[src/rtl/sense_barrier_pkg.sv]
package sense_barrier_pkg;

   // smallest legal participant count
   localparam int unsigned MIN_PART = 2;

   // width needed to hold values 0..n
   function automatic int unsigned cnt_width(input int unsigned n);
      return (n < 2) ? 1 : $clog2(n + 1);
   endfunction

endpackage

[src/rtl/sense_phase_bank.sv]
module sense_phase_bank #(
   parameter int unsigned NUM_PART = 4
) (
   input  logic                clk,
   input  logic                rst_n,
   input  logic [NUM_PART-1:0] accept_i,
   output logic [NUM_PART-1:0] phase_o
);

   logic [NUM_PART-1:0] phase_q;

   generate
      for (genvar g = 0; g < NUM_PART; g++) begin : g_phase
         always_ff @(posedge clk) begin
            if (!rst_n)
               phase_q[g] <= 1'b0;
            else if (accept_i[g])
               phase_q[g] <= ~phase_q[g];
         end


         phase_flip_chk: assert property (@(posedge clk) disable iff (!rst_n)
            accept_i[g] |=> (phase_q[g] != $past(phase_q[g])));


         phase_hold_chk: assert property (@(posedge clk) disable iff (!rst_n)
            !accept_i[g] |=> $stable(phase_q[g]));
      end
   endgenerate

   assign phase_o = phase_q;

endmodule

[src/rtl/sense_arrival_count.sv]
module sense_arrival_count
   import sense_barrier_pkg::*;
#(
   parameter int unsigned NUM_PART = 4
) (
   input  logic                clk,
   input  logic                rst_n,
   input  logic [NUM_PART-1:0] accept_i,
   output logic                flag_o
);

   localparam int unsigned CNT_W = cnt_width(NUM_PART);
   localparam int unsigned SUM_W = cnt_width(2 * NUM_PART);

   logic [CNT_W-1:0] cnt_q;
   logic             flag_q;
   logic [SUM_W-1:0] pop;
   logic [SUM_W-1:0] total;
   logic             last;

   always_comb begin
      pop = '0;
      for (int i = 0; i < NUM_PART; i++)
         pop = pop + SUM_W'(accept_i[i]);
   end

   assign total = SUM_W'(cnt_q) + pop;
   assign last  = (total == SUM_W'(NUM_PART));

   always_ff @(posedge clk) begin
      if (!rst_n) begin
         cnt_q  <= '0;
         flag_q <= 1'b0;
      end else if (last) begin
         cnt_q  <= '0;
         flag_q <= ~flag_q;
      end else begin
         cnt_q  <= total[CNT_W-1:0];
      end
   end

   assign flag_o = flag_q;


   cnt_below_part_chk: assert property (@(posedge clk) disable iff (!rst_n)
      cnt_q < CNT_W'(NUM_PART));


   release_clears_cnt_chk: assert property (@(posedge clk) disable iff (!rst_n)
      (flag_q != $past(flag_q)) |-> (cnt_q == '0));

endmodule

[src/rtl/sense_barrier.sv]
module sense_barrier
   import sense_barrier_pkg::*;
#(
   parameter int unsigned NUM_PART = 4,
   parameter bit          ERR_REG  = 1'b1
) (
   input  logic                clk,
   input  logic                rst_n,
   input  logic [NUM_PART-1:0] arrive_i,
   output logic [NUM_PART-1:0] go_o,
   output logic [NUM_PART-1:0] dup_err_o
);

   logic [NUM_PART-1:0] phase;
   logic [NUM_PART-1:0] waiting;
   logic [NUM_PART-1:0] accept;
   logic [NUM_PART-1:0] dup;
   logic                flag;

   generate
      if (NUM_PART < MIN_PART) begin : g_bad_part
         $error("sense_barrier: NUM_PART must be at least 2");
      end
   endgenerate

   assign waiting = phase ^ {NUM_PART{flag}};
   assign accept  = arrive_i & ~waiting;
   assign dup     = arrive_i & waiting;
   assign go_o    = ~waiting;

   sense_phase_bank #(.NUM_PART(NUM_PART)) u_phase (
      .clk      (clk),
      .rst_n    (rst_n),
      .accept_i (accept),
      .phase_o  (phase)
   );

   sense_arrival_count #(.NUM_PART(NUM_PART)) u_count (
      .clk      (clk),
      .rst_n    (rst_n),
      .accept_i (accept),
      .flag_o   (flag)
   );

   generate
      if (ERR_REG) begin : g_err_reg
         logic [NUM_PART-1:0] err_q;
         always_ff @(posedge clk) begin
            if (!rst_n) err_q <= '0;
            else        err_q <= dup;
         end
         assign dup_err_o = err_q;

         for (genvar g = 0; g < NUM_PART; g++) begin : g_err_chk

            err_source_chk: assert property (@(posedge clk) disable iff (!rst_n)
               dup_err_o[g] |-> ($past(arrive_i[g]) && !$past(go_o[g])));
         end
      end else begin : g_err_comb
         assign dup_err_o = dup;
      end
   endgenerate

   generate
      for (genvar g = 0; g < NUM_PART; g++) begin : g_go_chk

         go_rise_on_release_chk: assert property (@(posedge clk) disable iff (!rst_n)
            $rose(go_o[g]) |-> (flag != $past(flag)));
      end
   endgenerate

endmodule

[config.mk]
export PLATFORM = sky130hd
export DESIGN_NAME = sense_barrier
export DESIGN_NICKNAME = d
export VERILOG_FILES = /design/src/rtl/sense_barrier_pkg.sv /design/src/rtl/sense_phase_bank.sv /design/src/rtl/sense_arrival_count.sv /design/src/rtl/sense_barrier.sv
export SDC_FILE = /design/constraint.sdc
export NUM_CORES = 1
export LEC_CHECK = 0
export ABC_AREA = 1
export BUFFER_PORTS_ARGS = -buffer_cell sky130_fd_sc_hd__clkbuf_2
export CAP_MARGIN = 40
export CORE_MARGIN = 5
export CORE_UTILIZATION = 52
export DETAILED_ROUTE_END_ITERATION = 6
export GPL_ROUTABILITY_DRIVEN = 0
export HOLD_SLACK_MARGIN = 0.05
export PLACE_DENSITY = 0.76
export SYNTH_ARGS = -nofsm -noshare
export SYNTH_HDL_FRONTEND = slang
export SYNTH_SLANG_ARGS = --single-unit
[constraint.sdc]
create_clock -name clk -period 3.65 [get_ports clk]
set_input_delay 0.365 -clock clk [delete_from_list [all_inputs] [get_ports clk]]
set_output_delay 0.365 -clock clk [all_outputs]
set_load 0.02 [all_outputs]
Word-level counts from Yosys, hierarchy flattened --
Cells that the tools add are included. W data, S select, Z words.
Storage, ports and cells: bits of input ports 6, word-level logic and storage cells 23, output and inout port bits 8, flip-flop bits (word level) 12
Operators by class: bitwise gates (word level) 10, add/subtract/negate cells 4, equal/unequal tests 1, reduce and logical (&&, ||, !) cells 1
Operator list (count):
- $add A4 B1 Y4 | 2
- $and A4 B4 Y4 | 2
- $not A1 Y1 | 6
- $add A3 B4 Y4 | 1
- $eq A4 B3 Y1 const B | 1
- $not A4 Y4 | 1
- $xor A4 B4 Y4 | 1
- $add A1 B1 Y2 | 1
- $reduce_or A2 Y1 | 1

Depth between registers and ports, before layout --
Gate-level depths: netlist of the first run.
depth after elaboration 9, gate-level depth with buffers 18

By module --
Synthesis of the first run repeated with hierarchy kept, for this count alone.
Unflattened totals: cell total of the unflattened synthesis 105, area total of the unflattened synthesis 809.5 um2
By module, submodules not included:
- sense_barrier | sequential area each 80.1 um2, cells an instance 50, area each 387.9 um2, times used 1
- sense_arrival_count | sequential area each 80.1 um2, cells an instance 35, area each 281.5 um2, times used 1
- sense_phase_bank | sequential area each 80.1 um2, cells an instance 20, area each 140.1 um2, times used 1

Worst setup path after synthesis of the first run --
Ideal clock, no wire load.
path kind flip-flop to flip-flop, start register u_count.flag_q, in the netlist u_count.flag_o, end register u_count.cnt_q[1], period minus slack after synthesis 2759 ps, data required time 3536 ps, stages on the path, launching flop included 17, path slack 891 ps, buffers on the path 1, arrival time 2645 ps, path through dfxtp_1 > buf_12 > xnor2_4 > inv_1 > nor2_1 > ha_1 > inv_1 > fa_1 > inv_1 > ha_1 > inv_1 > fa_1 > nand2_1 > nor2_1 > nand3_1 > nand2_1 > nor2_1
Between the ends: longest elaborated chain between the ends 9
RTL lines:
- start, declared | RTL line sense_arrival_count.sv:16 | logic flag_q;
- start signal, assigned | RTL line sense_arrival_count.sv:36 | flag_q <= ~flag_q;
- $xor A4 B4 Y4 (*) | RTL line sense_barrier.sv:26 | assign waiting = phase ^ {NUM_PART{flag}};
- $not A4 Y4 (*)
- named net go_o[1] | RTL line sense_barrier.sv:10 | output logic [NUM_PART-1:0] go_o,
- $and A4 B4 Y4 (*) | RTL line sense_barrier.sv:27 | assign accept = arrive_i & ~waiting;
- named net accept[1] | RTL line sense_barrier.sv:16 | logic [NUM_PART-1:0] accept;
- $add A1 B1 Y2 (*) | RTL line sense_arrival_count.sv:24 | pop = pop + SUM_W'(accept_i[i]);
- $add A4 B1 Y4 (*) (2 in series) | RTL line sense_arrival_count.sv:24
- $add A3 B4 Y4 (*) | RTL line sense_arrival_count.sv:27 | assign total = SUM_W'(cnt_q) + pop;
- $eq A4 B3 Y1 | RTL line sense_arrival_count.sv:28 | assign last = (total == SUM_W'(NUM_PART));
- $reduce_or A2 Y1 (no line)
- end signal, assigned | RTL line sense_arrival_count.sv:38 | cnt_q <= total[CNT_W-1:0];
- end, declared | RTL line sense_arrival_count.sv:15 | logic [CNT_W-1:0] cnt_q;
Mark *: on every way through the listed nets, which the timed path passes. The rest lies on a longest branch. A chain may end at the register's enable or synchronous reset.

Worst setup path after layout of the first run --
start register u_count.flag_q, in the netlist u_count.flag_o, end register u_count.cnt_q[1]
Between the ends: longest elaborated chain between the ends 9
RTL lines (RTL line):
- $xor A4 B4 Y4 (*) | sense_barrier.sv:26
- $not A4 Y4 (*) | sense_barrier.sv:27
- $and A4 B4 Y4 (*) | sense_barrier.sv:27
- named net accept[1] | sense_barrier.sv:16
- $add A1 B1 Y2 (*) | sense_arrival_count.sv:24
- $add A4 B1 Y4 (*) (2 in series) | sense_arrival_count.sv:24
- $add A3 B4 Y4 (*) | sense_arrival_count.sv:27
- $eq A4 B3 Y1 | sense_arrival_count.sv:28
- $reduce_or A2 Y1 (no line)
Marked as above.

==> metrics.txt, run 1 <==
Synth Instances just over 80; clock buffer count from CTS 3; worst-path cell with the longest stage delay dfxtp_1; Congestion Overflow GR 0; post-CTS setup buffers 0; setup TNS 0 ns; Final nets 114; die height around 47 um; min cycle time layout a little under 3 ns; post-synthesis sequential area ratio 0.336; starting density of the core 0.549; final setup fails 0; Via Count 521; core area ~0.0013 mm2; status finished, final reports clean; Power per Cell Area between 900 and 1000 mW/mm2; Peak Freq 339 MHz; Worst-Skew Late Latency 0.27 ns; Total GRT Usage 0.139; hold_buf cts 0; DR vias/cell between 4 and 5; Clock transition at path regs 0.07 ns; post-route cell area 808 um2; fin crit share 0.809; Max Cap Viol 0; most common cell after layout, fill and taps aside inv_1; crit-path max cell delay 0.57 ns; vias in the first global route 478; syn_nets between 90 and 100; synthesis-to-layout area growth 13.1%; CP top delay family adder cells; dpl cell area ~790 um2; largest net degree at the start of global routing 9; Fin. Hold Viols 0; I/O pins 14; Die Area 0.00222 mm2; post-route ant nets 0; initial antenna violation count 0; Critical Path End Type register; clock skew approximately 0.0059 ns; flops & latches, synth 12; CP Data Required Time 3.81 ns; unrepaired setup endpoints after global routing false; synth warn 0; worst-path fanout max 4; Tot Pwr 0.777 mW; DRT iter0 DRCs 11; CTS resizes 0; Slew Limit Headroom 0.722; Max Slew Vio Count 0; Std-Cell Rows 13; I/O Buffers 13; clock sink count 12; Lkg Pwr 0.430 nW; Hold/Removal Path Class input pin to register; Yosys cell types 13; DRC Markers 0; Mapped Area 714 um2; antenna cell count 0; CP most frequent cell inv_1; Mean Syn Cell Area 8.61 um2; hold slack final 0.302 ns; critical path class register to register; Arr. time, crit path 3.12 ns; First-pass DRT Iterations 3; most frequent cells in the layout inv_1 (19), nand2_1 (16), clkbuf_2 (13); WP buf/inv 4; layout cells sized above 1 0.242; first-pass GRT wire length 2020 um; final wirelength 1170 um; Die X-Extent 47.1 um; startpoint types register; DP Wirelength around 1000 um; maximum VDD drop 468 uV; Layout fillers 129; worst-path cell chain xnor2_4 -> inv_1 -> nor2_1 -> ha_1 -> inv_1 -> fa_1 -> inv_1 -> ha_1 -> inv_1 -> fa_1 -> nand2_1 -> nor2_1 -> nand3_1 -> nand2_1 -> nor2_1; clock tree buffer depth 2; Least-Margin Pin Slew between 0.4 and 0.5 ns; # H-tree levels 1; wire length per cell 10.2 um; CTS root buf clkbuf_4; TritonCTS clock tree yes
==> report_power, final <==
group | leakage (nW) | switching, mW | internal, mW | total (mW)
Clock | 0.0138 | 0.0392 | 0.0381 | 0.0773
Combinational | 0.317 | 0.285 | 0.214 | 0.499
Sequential | 0.0991 | 0.0349 | 0.166 | 0.201
==> cell usage after synthesis <==
cell type	instances	area (um2)
a21oi_1	4	20.0
nand3_1	2	10.0
fa_1	2	40.0
xnor2_2	1	16.3
buf_12	1	20.0
nor3_2	3	30.0
nand2_1	16	60.1
ha_1	5	62.6
xnor2_4	3	82.6
o21ai_0	4	20.0
inv_1	19	71.3
nor2_1	11	41.3
dfxtp_1	12	240
==> flip-flops by register name, summed over array words and instances (netlist names) <==
name,flops
dup_err_o,4
u_count.flag_o,1
u_count.cnt_q,3
u_phase.phase_o,4
==> layer usage <==
metal,track usage,up-vias,part of all wire
met3,0.0613,0,0.075
li1,-,282,-
met1,0.147,227,0.40
met5,0,-,0
met2,0.244,12,0.53
met4,0.0497,0,0
==> cells by family after synthesis <==
group,Yosys count,synth area share
adder cells (fa/ha/maj),7,0.144
AO/OA/AOI/OAI,8,0.0560
AND/OR/NAND/NOR,32,0.198
buffers and inverters,20,0.128
flip-flops,12,0.336
XOR/XNOR,4,0.138
==> cell type report <==
cell class / count / area (um2) / area share
Sequential cell: 12 / 240 / 0.297
Tap cell: 15 / 18.8 / 0.0232
Inverter: 19 / 71.3 / 0.0882
Clock buffer: 3 / 22.5 / 0.0279
Timing Repair Buffer: 14 / 72.6 / 0.0898
Multi-Input combinational cell: 51 / 383 / 0.474
==> metrics by stage <==
step | utilization | std cells | setup WS (ns)
final | 0.621 | 114 | 0.699
after global placement | 0.604 | 111 | 0.763
after CTS | 0.621 | 114 | 0.665
after global routing | 0.621 | 114 | 0.446
after detailed placement | 0.604 | 111 | 0.674
after floorplan | - | 83 | 0.891
==> final timing paths <==
path / startpoint / to / slack, ns / depth (start not counted)
max reg2reg: u_count.flag_o / u_count.cnt_q[1] / 0.70 / 15
min: arrive_i[3] / u_phase.phase_o[3] / 0.30 / 2
min reg2reg: u_phase.phase_o[2] / dup_err_o[2] / 0.59 / 2
max: u_count.flag_o / u_count.cnt_q[1] / 0.70 / 15
No activity file was read; power rests on OpenSTA's default activity.
==> run 2: changes to the inputs <==
CORE_UTILIZATION = 47   (was 52)
PLACE_DENSITY = 0.72   (was 0.76)
clock period = 2.4 ns   (was 3.65 ns; I/O delays follow)
==> run 2 against run 1 <==
Against the previous run: the flow now finishes with violations (negative setup slack); sequential cell count stayed put; critical endpoint is now u_count.flag_o; highest routed layer unchanged; fmax is 7.2% higher; sequential power increased by 43%; combinational power rose by 96%; register-to-register slack lost 1.1 ns; clock power grew 58%; power increased by 79%; worst hold slack got worse by 0.12 ns.
==> metrics.txt, run 2 (same netlist as run 1, synthesis figures left out) <==
critical path class register to register; crit-path max cell delay 0.50 ns; vias in the first global route 616; Least-Margin Pin Slew 0.210 ns; post-route ant nets 0; Arr. time, crit path just under 3 ns; setup slack at placement -0.393 ns; hold_buf cts 0; I/O Buffers 13; Std-Cell Rows 14; wire length per cell 10.1 um; clock skew 0.00479 ns; Fin. Hold Viols 0; Multi-input gate area around 400 um2; unrepaired setup endpoints after global routing true; starting density of the core 0.486; I/O pins 14; WP buf/inv 6; Critical Path End Type register; Final WS setup -0.352 ns; Max Slew Vio Count 0; layout cells sized above 1 0.411; Die X-Extent slightly below 50 um; synthesis-to-layout area growth 29.6%; combinational share of power 0.706; core area 0.00147 mm2; Finished Core Util 0.629; first-pass GRT wire length about 2400 um; Max Cap Viol 0; CP top delay family adder cells; Switching Fraction 0.431; Sw Pwr 0.598 mW; crit path from u_count.flag_o; Lkg Pwr between 0.4 and 0.5 nW; worst-path cell chain buf_6 -> xnor2_4 -> inv_2 -> nor2_2 -> ha_1 -> inv_2 -> fa_1 -> inv_1 -> ha_2 -> inv_2 -> fa_1 -> nand2_1 -> nor2_1 -> nand3_1 -> nand2_1 -> inv_1 -> nor2_1; Worst-Skew Late Latency 0.27 ns; DRT iter0 DRCs 6; die height 49.0 um; hold wc startpoint arrive_i[3]; startpoint types register; DR vias/cell 4.67; Internal Pwr Total 0.790 mW; final setup fails 4; fin crit share 1.15; Congestion Overflow GR 0; Layout fillers 145; maximum VDD drop about 750 uV; Reg area between 200 and 250 um2; most frequent cells in the layout inv_1 (15), nand2_1 (15), clkbuf_2 (13); CTS root buf clkbuf_4; clock buffer count from CTS 3; Clock transition at path regs 0.07 ns; CP most frequent cell inv_2; antenna cell count 0; DP Wirelength roughly 1100 um; worst-path cell with the longest stage delay fa_1; clock sink count 12; TritonCTS clock tree yes; Reg power frac 0.207; routed wl met2 721 um; Die Area 0.00240 mm2; Power per Cell Area about 1500 mW/mm2; worst-path fanout max 3; status complete, but fails checks; # H-tree levels 1; final wirelength between 1000 and 1500 um; DRT met1 WL 487 um; Hold/Removal Path Class input pin to register; r2r startpoint u_count.flag_o; Routed met3 length 84 um; Total GRT Usage 0.125; First-pass DRT Iterations 4; largest net degree at the start of global routing 9; Peak Freq about 360 MHz; DRC Markers 0; initial antenna violation count 0; Final nets 127; min cycle time layout 2.75 ns; failing checks negative setup slack; Via Count 598; clock tree buffer depth 2; Slew Limit Headroom 0.860; hold slack final between 0.15 and 0.2 ns; CP Data Required Time between 2 and 3 ns; part of the power in the clock network 0.088; highest metal used met3
run 2: per-layer routing:
layer | global-route usage | vias to the layer above
met5 | 0 | -
met4 | 0.0269 | 0
met3 | 0.0612 | 0
met2 | 0.241 | 14
met1 | 0.114 | 274
li1 | - | 310
run 2: final timing paths:
path	endpoint	slack (ns)	cells after the start
worst min register to register	u_phase.phase_o[0]	0.57	2
worst max-delay path	u_count.flag_o	-0.35	17
worst min-delay path	u_phase.phase_o[3]	0.18	2
worst max register to register	u_count.flag_o	-0.35	17
run 2: stage by stage:
step / cell area, um2 / total power [mW] / instances / TNS [ns]
2_1_floorplan: 714 / 0.938 / 83 / -1.31
3_3_place_gp: 862 / 1.13 / 122 / -1.37
3_5_place_dp: 862 / 1.16 / 122 / -1.50
4_1_cts: 906 / 1.33 / 126 / -1.46
5_1_grt: 926 / 1.55 / 128 / -2.14
6_report: 926 / 1.39 / 128 / -1.39
run 2: power by group through the flow:
stage | sequential, mW | combinational (mW) | clock, mW
after floorplan | 0.298 | 0.639 | 0
after global placement | 0.286 | 0.841 | 0
after detailed placement | 0.287 | 0.870 | 0
after CTS | 0.287 | 0.911 | 0.130
after global routing | 0.293 | 1.12 | 0.140
final | 0.287 | 0.979 | 0.122
run 2: final cells by class:
cell class              instances  share of cell area
inverters                      19              0.0770
well taps                      16              0.0216
flip-flops and latches         12               0.261
multi-input cells              51               0.424
clock buffers                   3              0.0243
repair buffers                 27               0.192
run 2: what timing repair did:
action                                  in CTS  in global routing
gates resized for setup                      6                  5
pin swaps                                    3                  3
endpoints found under the setup margin       4                  4
setup buffers                                1                  2
